`config.mk`:
```
export PLATFORM = sky130hd
export DESIGN_NAME = lbfifo_xfer
export DESIGN_NICKNAME = d
export VERILOG_FILES = /design/src/rtl/lbx_pkg.sv /design/src/rtl/lbx_regfile.sv /design/src/rtl/lbx_sequencer.sv /design/src/rtl/lbx_status.sv /design/src/rtl/lbfifo_xfer.sv
export SDC_FILE = /design/constraint.sdc
export NUM_CORES = 1
export LEC_CHECK = 0
export ABC_AREA = 1
export BUFFER_PORTS_ARGS = -buffer_cell sky130_fd_sc_hd__buf_2
export CORE_ASPECT_RATIO = 0.9
export CORE_UTILIZATION = 30
export CTS_BUF_LIST = sky130_fd_sc_hd__clkbuf_4 sky130_fd_sc_hd__clkbuf_8
export CTS_CLUSTER_SIZE = 28
export DETAILED_ROUTE_END_ITERATION = 8
export GPL_TIMING_DRIVEN = 0
export PLACE_DENSITY_LB_ADDON = 0.2
export SLEW_MARGIN = 20
export SYNTH_ARGS = -nofsm -noshare
export SYNTH_HDL_FRONTEND = slang
export SYNTH_SLANG_ARGS = --single-unit
```
`constraint.sdc`:
```
create_clock -name clk -period 5.85 [get_ports clk]
set_clock_uncertainty 0.05 [all_clocks]
set_input_delay 0.2925 -clock clk [delete_from_list [all_inputs] [get_ports clk]]
set_output_delay 0.2925 -clock clk [all_outputs]
set_load 0.01 [all_outputs]
```
`src/rtl/lbx_pkg.sv`:
```
package lbx_pkg;

    localparam int LBX_CNT_W = 24;
    localparam int LBX_DW    = 32;
    localparam int LBX_BEAT  = 4;

    localparam logic [7:0] OFS_SIZE = 8'h00;
    localparam logic [7:0] OFS_ADDR = 8'h04;
    localparam logic [7:0] OFS_CTRL = 8'h08;
    localparam logic [7:0] OFS_EN   = 8'h0C;
    localparam logic [7:0] OFS_STAT = 8'h14;

    typedef enum logic [1:0] {
        SQ_IDLE  = 2'd0,
        SQ_ISSUE = 2'd1,
        SQ_BUS   = 2'd2
    } sq_state_e;

    typedef struct packed {
        logic rst_ctl;
        logic rst_fifo;
        logic err_ie;
        logic done_ie;
        logic master;
    } en_t;

    typedef struct packed {
        logic [7:0] cs;
        logic       rd;
        logic       go;
    } ctl_t;

    function automatic logic [31:0] stat_word(input logic done,
                                              input logic abrt,
                                              input logic [LBX_CNT_W-1:0] cnt);
        return {3'b000, abrt, 3'b000, done, cnt};
    endfunction

    function automatic logic [31:0] en_word(input en_t e);
        return {7'b0, e.rst_ctl, 7'b0, e.rst_fifo, 6'b0, e.err_ie, e.done_ie, 7'b0, e.master};
    endfunction

endpackage

```
`src/rtl/lbx_regfile.sv`:
```
module lbx_regfile
    import lbx_pkg::*;
#(
    parameter int CNT_W = LBX_CNT_W,
    parameter int DW    = LBX_DW
) (
    input  logic             clk,
    input  logic             rst,
    input  logic [7:0]       reg_addr,
    input  logic             reg_wr,
    input  logic [3:0]       reg_be,
    input  logic [DW-1:0]    reg_wdata,
    output logic [DW-1:0]    reg_rdata,
    input  logic             st_done,
    input  logic             st_abort,
    input  logic [CNT_W-1:0] st_count,
    output logic [CNT_W-1:0] size_q,
    output logic [DW-1:0]    addr_q,
    output ctl_t             ctl_q,
    output en_t              en_q,
    output logic             start_q,
    output logic             clr_done,
    output logic             clr_abort
);

    logic wr_size, wr_addr, wr_ctrl, wr_en, wr_stat;

    assign wr_size = reg_wr && (reg_addr == OFS_SIZE);
    assign wr_addr = reg_wr && (reg_addr == OFS_ADDR);
    assign wr_ctrl = reg_wr && (reg_addr == OFS_CTRL);
    assign wr_en   = reg_wr && (reg_addr == OFS_EN);
    assign wr_stat = reg_wr && (reg_addr == OFS_STAT);

    assign clr_done  = wr_stat && reg_be[3] && reg_wdata[24];
    assign clr_abort = wr_stat && reg_be[3] && reg_wdata[28];

    always_ff @(posedge clk) begin
        if (rst) begin
            size_q  <= '0;
            addr_q  <= '0;
            ctl_q   <= '0;
            en_q    <= '0;
            start_q <= 1'b0;
        end else begin
            start_q <= wr_size && reg_be[3] && reg_wdata[24];
            for (int i = 0; i < 3; i++) begin
                if (wr_size && reg_be[i]) size_q[8*i +: 8] <= reg_wdata[8*i +: 8];
            end
            for (int i = 0; i < 4; i++) begin
                if (wr_addr && reg_be[i]) addr_q[8*i +: 8] <= reg_wdata[8*i +: 8];
            end
            if (wr_ctrl) begin
                if (reg_be[3]) ctl_q.cs <= reg_wdata[31:24];
                if (reg_be[2]) ctl_q.rd <= reg_wdata[16];
                if (reg_be[0]) ctl_q.go <= reg_wdata[3];
            end
            if (wr_en) begin
                if (reg_be[0]) en_q.master   <= reg_wdata[0];
                if (reg_be[1]) en_q.done_ie  <= reg_wdata[8];
                if (reg_be[1]) en_q.err_ie   <= reg_wdata[9];
                if (reg_be[2]) en_q.rst_fifo <= reg_wdata[16];
                if (reg_be[3]) en_q.rst_ctl  <= reg_wdata[24];
            end
        end
    end

    always_comb begin
        unique case (reg_addr)
            OFS_SIZE: reg_rdata = 32'(size_q);
            OFS_ADDR: reg_rdata = addr_q;
            OFS_CTRL: reg_rdata = {ctl_q.cs, 7'b0, ctl_q.rd, 12'b0, ctl_q.go, 3'b0};
            OFS_EN:   reg_rdata = en_word(en_q);
            OFS_STAT: reg_rdata = stat_word(st_done, st_abort, st_count);
            default:  reg_rdata = '0;
        endcase
    end


    start_lane_chk: assert property (@(posedge clk) disable iff (rst)
        (reg_wr && reg_addr == OFS_SIZE && !reg_be[3]) |=> !start_q);

endmodule

```
`src/rtl/lbx_sequencer.sv`:
```
module lbx_sequencer
    import lbx_pkg::*;
#(
    parameter int CNT_W = LBX_CNT_W,
    parameter int DW    = LBX_DW,
    parameter int BEAT  = LBX_BEAT
) (
    input  logic             clk,
    input  logic             rst,
    input  logic             hold,
    input  logic             master,
    input  logic             start,
    input  logic [CNT_W-1:0] cfg_size,
    input  logic [DW-1:0]    cfg_addr,
    input  ctl_t             cfg_ctl,
    output logic             lb_req,
    output logic             lb_we,
    output logic [7:0]       lb_cs,
    output logic [DW-1:0]    lb_addr,
    output logic [DW-1:0]    lb_wdata,
    input  logic [DW-1:0]    lb_rdata,
    input  logic             lb_ack,
    output logic             fifo_pop,
    input  logic [DW-1:0]    fifo_rdata,
    input  logic             fifo_empty,
    output logic             fifo_push,
    output logic [DW-1:0]    fifo_wdata,
    input  logic             fifo_full,
    output logic [CNT_W-1:0] bytes_done,
    output logic             done_set,
    output logic             abort_set
);

    localparam logic [CNT_W-1:0] STEP = CNT_W'(BEAT);
    localparam logic [DW-1:0]    ADV  = DW'(BEAT);

    sq_state_e        state;
    logic [CNT_W-1:0] size_l, cnt;
    logic [DW-1:0]    addr_l, wdata_l;
    logic [7:0]       cs_l;
    logic             rd_l;

    logic [CNT_W-1:0] remain, step;
    logic             last, start_ok, under, acked, over;

    assign remain   = size_l - cnt;
    assign last     = remain <= STEP;
    assign step     = last ? remain : STEP;
    assign start_ok = start && master && !hold && (state == SQ_IDLE);
    assign under    = !hold && (state == SQ_ISSUE) && !rd_l && fifo_empty;
    assign acked    = !hold && (state == SQ_BUS) && lb_ack;
    assign over     = acked && rd_l && fifo_full;

    assign fifo_pop   = !hold && (state == SQ_ISSUE) && !rd_l && !fifo_empty;
    assign fifo_push  = acked && rd_l && !fifo_full;
    assign fifo_wdata = lb_rdata;
    assign abort_set  = under || over;
    assign done_set   = (acked && !over && last) || (start_ok && cfg_size == '0);

    assign lb_req     = !hold && (state == SQ_BUS);
    assign lb_we      = !rd_l;
    assign lb_cs      = cs_l;
    assign lb_addr    = addr_l;
    assign lb_wdata   = wdata_l;
    assign bytes_done = cnt;

    always_ff @(posedge clk) begin
        if (rst || hold) begin
            state   <= SQ_IDLE;
            size_l  <= '0;
            cnt     <= '0;
            addr_l  <= '0;
            wdata_l <= '0;
            cs_l    <= '0;
            rd_l    <= 1'b0;
        end else begin
            unique case (state)
                SQ_IDLE: begin
                    if (start_ok) begin
                        size_l <= cfg_size;
                        addr_l <= cfg_addr;
                        cs_l   <= cfg_ctl.cs;
                        rd_l   <= cfg_ctl.rd;
                        cnt    <= '0;
                        state  <= (cfg_size == '0) ? SQ_IDLE : SQ_ISSUE;
                    end
                end
                SQ_ISSUE: begin
                    if (under) begin
                        state <= SQ_IDLE;
                    end else begin
                        if (!rd_l) wdata_l <= fifo_rdata;
                        state <= SQ_BUS;
                    end
                end
                SQ_BUS: begin
                    if (lb_ack) begin
                        if (over) begin
                            state <= SQ_IDLE;
                        end else begin
                            cnt    <= cnt + step;
                            addr_l <= addr_l + ADV;
                            state  <= last ? SQ_IDLE : SQ_ISSUE;
                        end
                    end
                end
                default: state <= SQ_IDLE;
            endcase
        end
    end


    addr_hold_chk: assert property (@(posedge clk) disable iff (rst || hold)
        (lb_req && !lb_ack) |=> (lb_req && $stable(lb_addr)));


    count_bound_chk: assert property (@(posedge clk) disable iff (rst)
        bytes_done <= size_l);


    pop_push_chk: assert property (@(posedge clk) disable iff (rst)
        !(fifo_pop && fifo_push));


    end_excl_chk: assert property (@(posedge clk) disable iff (rst)
        !(done_set && abort_set));


    hold_idle_chk: assert property (@(posedge clk) disable iff (rst)
        hold |-> (!lb_req && !fifo_pop && !fifo_push));

endmodule

```
`src/rtl/lbx_status.sv`:
```
module lbx_status (
    input  logic clk,
    input  logic rst,
    input  logic hold,
    input  logic done_set,
    input  logic abort_set,
    input  logic clr_done,
    input  logic clr_abort,
    input  logic done_ie,
    input  logic err_ie,
    output logic done_q,
    output logic abort_q,
    output logic irq
);

    always_ff @(posedge clk) begin
        if (rst || hold) begin
            done_q  <= 1'b0;
            abort_q <= 1'b0;
        end else begin
            done_q  <= done_set  || (done_q  && !clr_done);
            abort_q <= abort_set || (abort_q && !clr_abort);
        end
    end

    assign irq = (done_q && done_ie) || (abort_q && err_ie);


    set_wins_chk: assert property (@(posedge clk) disable iff (rst || hold)
        done_set |=> done_q);


    irq_level_chk: assert property (@(posedge clk) disable iff (rst || hold)
        (irq && !clr_done && !clr_abort) |=> (done_q || abort_q));

endmodule

```
`src/rtl/lbfifo_xfer.sv`:
```
module lbfifo_xfer
    import lbx_pkg::*;
#(
    parameter int CNT_W = LBX_CNT_W,
    parameter int DW    = LBX_DW
) (
    input  logic          clk,
    input  logic          rst,
    input  logic [7:0]    reg_addr,
    input  logic          reg_wr,
    input  logic [3:0]    reg_be,
    input  logic [DW-1:0] reg_wdata,
    output logic [DW-1:0] reg_rdata,
    output logic          lb_req,
    output logic          lb_we,
    output logic [7:0]    lb_cs,
    output logic [DW-1:0] lb_addr,
    output logic [DW-1:0] lb_wdata,
    input  logic [DW-1:0] lb_rdata,
    input  logic          lb_ack,
    output logic          fifo_pop,
    input  logic [DW-1:0] fifo_rdata,
    input  logic          fifo_empty,
    output logic          fifo_push,
    output logic [DW-1:0] fifo_wdata,
    input  logic          fifo_full,
    output logic          fifo_clr,
    output logic          irq
);

    logic [CNT_W-1:0] size_q, bytes_done;
    logic [DW-1:0]    addr_q;
    ctl_t             ctl_q;
    en_t              en_q;
    logic             start_q, clr_done, clr_abort;
    logic             done_set, abort_set, done_q, abort_q, hold;

    assign hold     = en_q.rst_ctl || en_q.rst_fifo;
    assign fifo_clr = en_q.rst_fifo;

    lbx_regfile #(.CNT_W(CNT_W), .DW(DW)) u_regs (
        .clk(clk), .rst(rst),
        .reg_addr(reg_addr), .reg_wr(reg_wr), .reg_be(reg_be),
        .reg_wdata(reg_wdata), .reg_rdata(reg_rdata),
        .st_done(done_q), .st_abort(abort_q), .st_count(bytes_done),
        .size_q(size_q), .addr_q(addr_q), .ctl_q(ctl_q), .en_q(en_q),
        .start_q(start_q), .clr_done(clr_done), .clr_abort(clr_abort)
    );

    lbx_sequencer #(.CNT_W(CNT_W), .DW(DW)) u_seq (
        .clk(clk), .rst(rst), .hold(hold), .master(en_q.master),
        .start(start_q), .cfg_size(size_q), .cfg_addr(addr_q), .cfg_ctl(ctl_q),
        .lb_req(lb_req), .lb_we(lb_we), .lb_cs(lb_cs), .lb_addr(lb_addr),
        .lb_wdata(lb_wdata), .lb_rdata(lb_rdata), .lb_ack(lb_ack),
        .fifo_pop(fifo_pop), .fifo_rdata(fifo_rdata), .fifo_empty(fifo_empty),
        .fifo_push(fifo_push), .fifo_wdata(fifo_wdata), .fifo_full(fifo_full),
        .bytes_done(bytes_done), .done_set(done_set), .abort_set(abort_set)
    );

    lbx_status u_stat (
        .clk(clk), .rst(rst), .hold(hold),
        .done_set(done_set), .abort_set(abort_set),
        .clr_done(clr_done), .clr_abort(clr_abort),
        .done_ie(en_q.done_ie), .err_ie(en_q.err_ie),
        .done_q(done_q), .abort_q(abort_q), .irq(irq)
    );

endmodule

```
Word-level counts from Yosys, hierarchy flattened
Index checks and enable logic that the tools add are counted.
{"block": "op_classes", "eq_ne": 9, "magnitude_cmp": 1, "n_reduce_logical": 65, "n_mux": 17, "bitwise_logic": 2, "add_sub_neg": 3}
{"operator": "32-bit case mux with 5 select lines", "n": 1}
{"operator": "24-bit 2-to-1 mux", "n": 4}
{"operator": "32-bit 2-to-1 mux", "n": 3}
{"operator": "32-bit case mux with 2 select lines", "n": 1}
{"operator": "24-bit case mux with 2 select lines", "n": 1}
{"operator": "1-bit logical AND", "n": 36}
{"operator": "32-bit by 3-bit adder with 32-bit output (second input constant)", "n": 1}
{"operator": "24-bit adder", "n": 1}
{"operator": "24-bit by 3-bit <= comparator with 1-bit output (second input constant)", "n": 1}
{"operator": "24-bit zero test", "n": 1}
{"operator": "24-bit subtractor", "n": 1}
{"operator": "2-bit AND reduction", "n": 9}
{"operator": "8-bit by 4-bit == test with 1-bit output (second input constant)", "n": 2}
{"operator": "8-bit by 3-bit == test with 1-bit output (second input constant)", "n": 1}
{"operator": "8-bit by 5-bit == test with 1-bit output (second input constant)", "n": 1}
{"operator": "8-bit zero test", "n": 1}
{"operator": "2-bit 2-to-1 mux", "n": 4}
{"operator": "1-bit zero test", "n": 7}
{"operator": "1-bit logical OR", "n": 7}
{"operator": "2-bit case mux with 3 select lines", "n": 1}
{"operator": "2-bit != test (second input constant)", "n": 2}
{"operator": "4-bit AND reduction", "n": 1}
{"operator": "3-bit AND reduction", "n": 1}
{"operator": "2-bit by 1-bit == test with 1-bit output (second input constant)", "n": 1}
{"operator": "6 further kinds", "n": 8}
{"block": "word_totals", "out_inout_bits": 142, "inputBits": 114, "elab_cells": 122, "reg_bits": 197}

Longest topological paths before layout
{"block": "depth", "depth_word": 11, "ltp_mapped": 35, "ltp_nobuf": 34}

By module
A second synthesis with hierarchy kept.
{"block": "hier_totals", "cells_unflattened": 2083, "hier_area_um2": 13086.3}
{"module": "lbx_sequencer", "n_inst": 1, "area_each_um2": 8852.2, "cells_per_inst": 1363}
{"module": "lbx_regfile", "n_inst": 1, "area_each_um2": 4117.7, "cells_per_inst": 701}
{"module": "lbx_status", "n_inst": 1, "area_each_um2": 105.1, "cells_per_inst": 16}
{"module": "lbfifo_xfer", "n_inst": 1, "area_each_um2": 11.3, "cells_per_inst": 3}

Worst setup path before layout
OpenSTA, ideal clock, no wires.
{"block": "synth_path", "kind": "register to register", "startpoint": "register u_seq.cnt[0] (netlist: u_seq.bytes_done[0])", "endpoint": "register u_seq.cnt[22] (netlist: u_seq.bytes_done[22])", "stages_incl_launch_ff": 33, "arrival_time_ps": 4052, "slack_ps": 1616, "synth_period_minus_slack_ps": 4234, "cell_sequence": "dfxtp_1 -> ha_1 -> fa_1 -> inv_1 -> nand3_1 -> nand2_1 -> nand3_1 -> nand4_1 -> nand2_1 -> nor2_1 -> nand2_1 -> nor2_1 -> nand3_1 -> nor4_1 -> nand2_1 -> nor3_1 -> fa_1 -> nand2_1 -> inv_1 -> o21ai_0 -> nand2_1 -> a21oi_1 -> o21ai_0 -> a21oi_1 -> o21ai_0 -> nand2_1 -> nand2_1 -> nand2_1 -> nand2_1 -> a21oi_1 -> or2_2 -> nand3_1 -> a21oi_1"}
{"block": "synth_between", "elab_chain_len": 7}
{"item": "from (decl)", "line": "lbx_sequencer.sv:38", "text": "logic [CNT_W-1:0] size_l, cnt;"}
{"item": "from (signal assigned)", "line": "lbx_sequencer.sv:101", "text": "cnt <= cnt + step;"}
{"item": "24-bit subtractor", "line": "lbx_sequencer.sv:46", "text": "assign remain = size_l - cnt;"}
{"item": "24-bit by 3-bit <= comparator with 1-bit output", "line": "lbx_sequencer.sv:47", "text": "assign last = remain <= STEP;"}
{"item": "24-bit 2-to-1 mux", "line": "lbx_sequencer.sv:48", "text": "assign step = last ? remain : STEP;"}
{"item": "24-bit adder *", "line": "lbx_sequencer.sv:101"}
{"item": "24-bit 2-to-1 mux *", "line": "lbx_sequencer.sv:98", "text": "if (over) begin"}
{"item": "24-bit 2-to-1 mux *", "line": "lbx_sequencer.sv:97", "text": "if (lb_ack) begin"}
{"item": "24-bit case mux with 2 select lines *", "line": "lbx_sequencer.sv:77", "text": "unique case (state)"}
Every way passes the cells marked *; elsewhere a longest branch is shown, timed or not. The select of a mux whose other input is x is not followed.
A chain may end at the register's enable or synchronous reset.

Final worst setup path
{"block": "layout_path", "startpoint": "register u_seq.size_l[0]", "endpoint": "register u_seq.cnt[22] (netlist: u_seq.bytes_done[22])"}
{"block": "layout_between", "elab_chain_len": 7}
{"item": "from (decl)", "line": "lbx_sequencer.sv:38"}
{"item": "from (signal assigned)", "line": "lbx_sequencer.sv:80", "text": "size_l <= cfg_size;"}
{"item": "24-bit subtractor *", "line": "lbx_sequencer.sv:46"}
{"item": "24-bit by 3-bit <= comparator with 1-bit output", "line": "lbx_sequencer.sv:47"}
{"item": "24-bit 2-to-1 mux *", "line": "lbx_sequencer.sv:48"}
{"item": "24-bit adder *", "line": "lbx_sequencer.sv:101"}
{"item": "24-bit 2-to-1 mux *", "line": "lbx_sequencer.sv:98"}
{"item": "24-bit 2-to-1 mux *", "line": "lbx_sequencer.sv:97"}
{"item": "24-bit case mux with 2 select lines *", "line": "lbx_sequencer.sv:77"}
Marks and branches as above.

==> results.json <==
{
  "clkSlewWorstSetupHoldPaths_ns": 0.11,
  "layoutNonFillerInstCount": 2613,
  "track_usage_pct": 21.9,
  "num_rows": 68,
  "grt_pass1_wl_um": 67400,
  "post-place-cells": 2555,
  "fmax_mhz": 184,
  "ys_warn_count": 0,
  "gp_congestion": 0.926,
  "holdWs_ns": 0.0246,
  "cp.required_ns": 6.18,
  "drt_wl_total_um": 45200,
  "r2r_setup_slack_ns": 0.43,
  "slew_viol_final": 0,
  "cts_sinks": 197,
  "p_clk_share_pct": 39.2,
  "crit_path_top_delay_cell": "fa_1",
  "ys_seq_elements": 197,
  "max-vdd-ir-drop_v": 0.000136,
  "wl_per_cell_um": 17.3,
  "grt_pass1_vias": 11665,
  "firstDrtPassIters": 5,
  "viasPerCell": 4.94,
  "most-common-layout-cells": "nand2_1 (308), inv_1 (303), buf_2 (229)",
  "power.net_switching_mw": 0.660,
  "dpl_cell_area_sq_um": 13700,
  "ys_seq_area_share_pct": 33.2,
  "powerDensity_nw_per_um2": 173,
  "worstHoldEndpoint": "u_seq.lb_wdata[12]$_SDFFE_PP0P_",
  "vias": 12909,
  "async_flop_share_pct": 0,
  "clk_path_buf_depth": 2,
  "cp_common_cell": "nand2_1",
  "synth_top_flop_cell": "dfxtp_1",
  "insertion_delay_ns": 0.51,
  "p_int_mw": 1.83,
  "grt_antenna_before_repair": 0,
  "die_y_um": 191,
  "dp_hpwl_um": 36600,
  "hold_start": "fifo_rdata[12]",
  "cts_buffers": 17,
  "r2r_end": "u_seq.bytes_done[22]$_SDFFE_PP0P_",
  "fp.dieW_um": 212,
  "mostFrequentLayoutCell": "nand2_1",
  "drt_iter0_drc": 939,
  "postSynthCellCount": 1789,
  "max_stage_delay_ns": 0.44,
  "syn_area_per_cell_sq_um": 6.65,
  "critical_path_class": "reg2reg",
  "finalCritPeriodShare_pct": 92.7,
  "antenna_left": 0,
  "grt_overflow": 0,
  "reg2regPathDepth": 33,
  "ys_types": 51,
  "crit_path_start_kind": "flip-flop",
  "p_total_mw": 2.49,
  "cts_tree": "done",
  "synth_edf_count": 0,
  "combPwrFrac_pct": 7.0,
  "min_period_ns": 5.42,
  "cap_violations": 0,
  "p_leak_nw": 6.59,
  "io_pins": 256,
  "nNetsFinal": 2237,
  "worstSetupEndpointType": "flip-flop",
  "finish.utilization_pct": 37.3,
  "cp_max_fo": 4,
  "num_antenna_cells": 0,
  "core_sq_um": 38700,
  "post_cts_buffers": 0,
  "tightestPinTransition_ns": 0.916,
  "relSlewSlack_pct": 38.4,
  "cts_root_buffer": "clkbuf_8",
  "worst_r2r_startpoint": "u_seq.size_l[0]$_SDFFE_PP0P_",
  "cp.arrival_ns": 5.75,
  "fp.dieArea_sq_um": 40400,
  "setup_viol_count_final": 0,
  "io_buffer_count": 222,
  "grt_max_degree": 19,
  "hp-class": "in2reg",
  "hold_violations": 0,
  "synth_area_sq_um": 11900,
  "drc": 0,
  "drive_above_1_share_pct": 16.5,
  "min_path_cells": 3,
  "start_util_pct": 30.7,
  "synthToLayoutAreaGrowth_pct": 21.3,
  "stdcell_area_sq_um": 14400,
  "status": "finished, final reports clean",
  "pwr-share-seq_pct": 53.8,
  "swShare_pct": 26.5,
  "h-tree-depth": 4
}
## cell usage after synthesis, types with 11 or more instances
library cell / instances / area (sq um)
nand2_1: 308 / 1160
o21ai_0: 196 / 981
nand3_1: 74 / 370
nor3_1: 14 / 70.1
buf_4: 32 / 240
o22ai_1: 11 / 68.8
nand4_1: 30 / 188
inv_1: 303 / 1140
o221ai_1: 21 / 184
dfxtp_1: 197 / 3940
ha_1: 46 / 576
clkbuf_1: 55 / 206
nor2_1: 128 / 480
a21oi_1: 224 / 1120
xor2_1: 12 / 105
## metal layers
metal  track usage (%)  vias to the layer above  part of all wire, %
met5                 0                        -                    0
met4              3.60                        0                 0.95
met3              3.97                       35                  6.6
met2              33.7                      422                   44
met1              31.8                     6021                   48
li1                  -                     6431                    -
## cells by family after synthesis
kind of cell	after synthesis	synth area share [%]
simple gates	613	22.9
flops	197	33.2
xor+xnor	19	1.40
buf+inv	403	13.9
compound gates	508	23.4
fa+ha+maj	48	5.18
other cells	1	0.0315
## critical path, delay by kind of cell, from the launching register on
family	cells	cell delay [ns]
AOI/OAI and AO/OA	7	1.05
and+or+nand+nor	20	2.62
adders and majority gates	3	0.96
DFF	1	0.32
buffers and inverters	3	0.26
## stage by stage
step	setup WS, ns	TNS, ns
final	0.430	0
after floorplan	1.62	0
after CTS	0.158	0
after global routing	-0.0236	-0.0236
after global placement	0.123	0
after detailed placement	0.175	0
## what timing repair did
action	in CTS	in global routing
setup endpoints to repair	0	1
endpoints found under the hold margin	32	0
hold buffers	26	0
resized for setup	0	3
## power groups by stage
stage	clock, mW	combinational (mW)	sequential [mW]
floorplan	0	0.0830	1.37
global placement	0	0.158	1.37
detailed placement	0	0.158	1.37
CTS	1.00	0.173	1.34
global route	1.05	0.192	1.34
finish	0.976	0.174	1.34
## registers in the layout, summed over array words and instances, names as in the netlist, 2 cells and up
| signal | count |
|---|---|
| u_regs.size_q | 24 |
| u_seq.lb_addr | 32 |
| u_seq.lb_wdata | 32 |
| u_regs.en_q | 5 |
| u_seq.bytes_done | 24 |
| u_regs.addr_q | 32 |
| u_regs.ctl_q | 10 |
| u_seq.size_l | 24 |
| u_seq.state | 2 |
| u_seq.lb_cs | 8 |
## final cells by class
type	instances	area [sq um]
flip-flops and latches	197	3940
repair buffers	248	1370
clock buffers	19	262
multi-input cells	1208	6380
inverters	307	1150
fillers	4244	24300
clock inverters	13	164
plain buffers	96	500
well taps	525	657
## how the worst max path moves through the flow
stage | start | endpoint | slack (ns) | depth (start not counted)
floorplan | u_seq.bytes_done[0]$_SDFFE_PP0P_ | u_seq.bytes_done[22]$_SDFFE_PP0P_ | 1.62 | 32
global placement | u_seq.size_l[0]$_SDFFE_PP0P_ | u_seq.bytes_done[22]$_SDFFE_PP0P_ | 0.12 | 34
detailed placement | u_seq.size_l[0]$_SDFFE_PP0P_ | u_seq.bytes_done[22]$_SDFFE_PP0P_ | 0.17 | 34
CTS | u_seq.size_l[0]$_SDFFE_PP0P_ | u_seq.bytes_done[22]$_SDFFE_PP0P_ | 0.16 | 34
global route | u_seq.bytes_done[0]$_SDFFE_PP0P_ | u_seq.bytes_done[22]$_SDFFE_PP0P_ | -0.02 | 32
finish | u_seq.size_l[0]$_SDFFE_PP0P_ | u_seq.bytes_done[22]$_SDFFE_PP0P_ | 0.43 | 33
No activity file was read; power rests on OpenSTA's default activity.
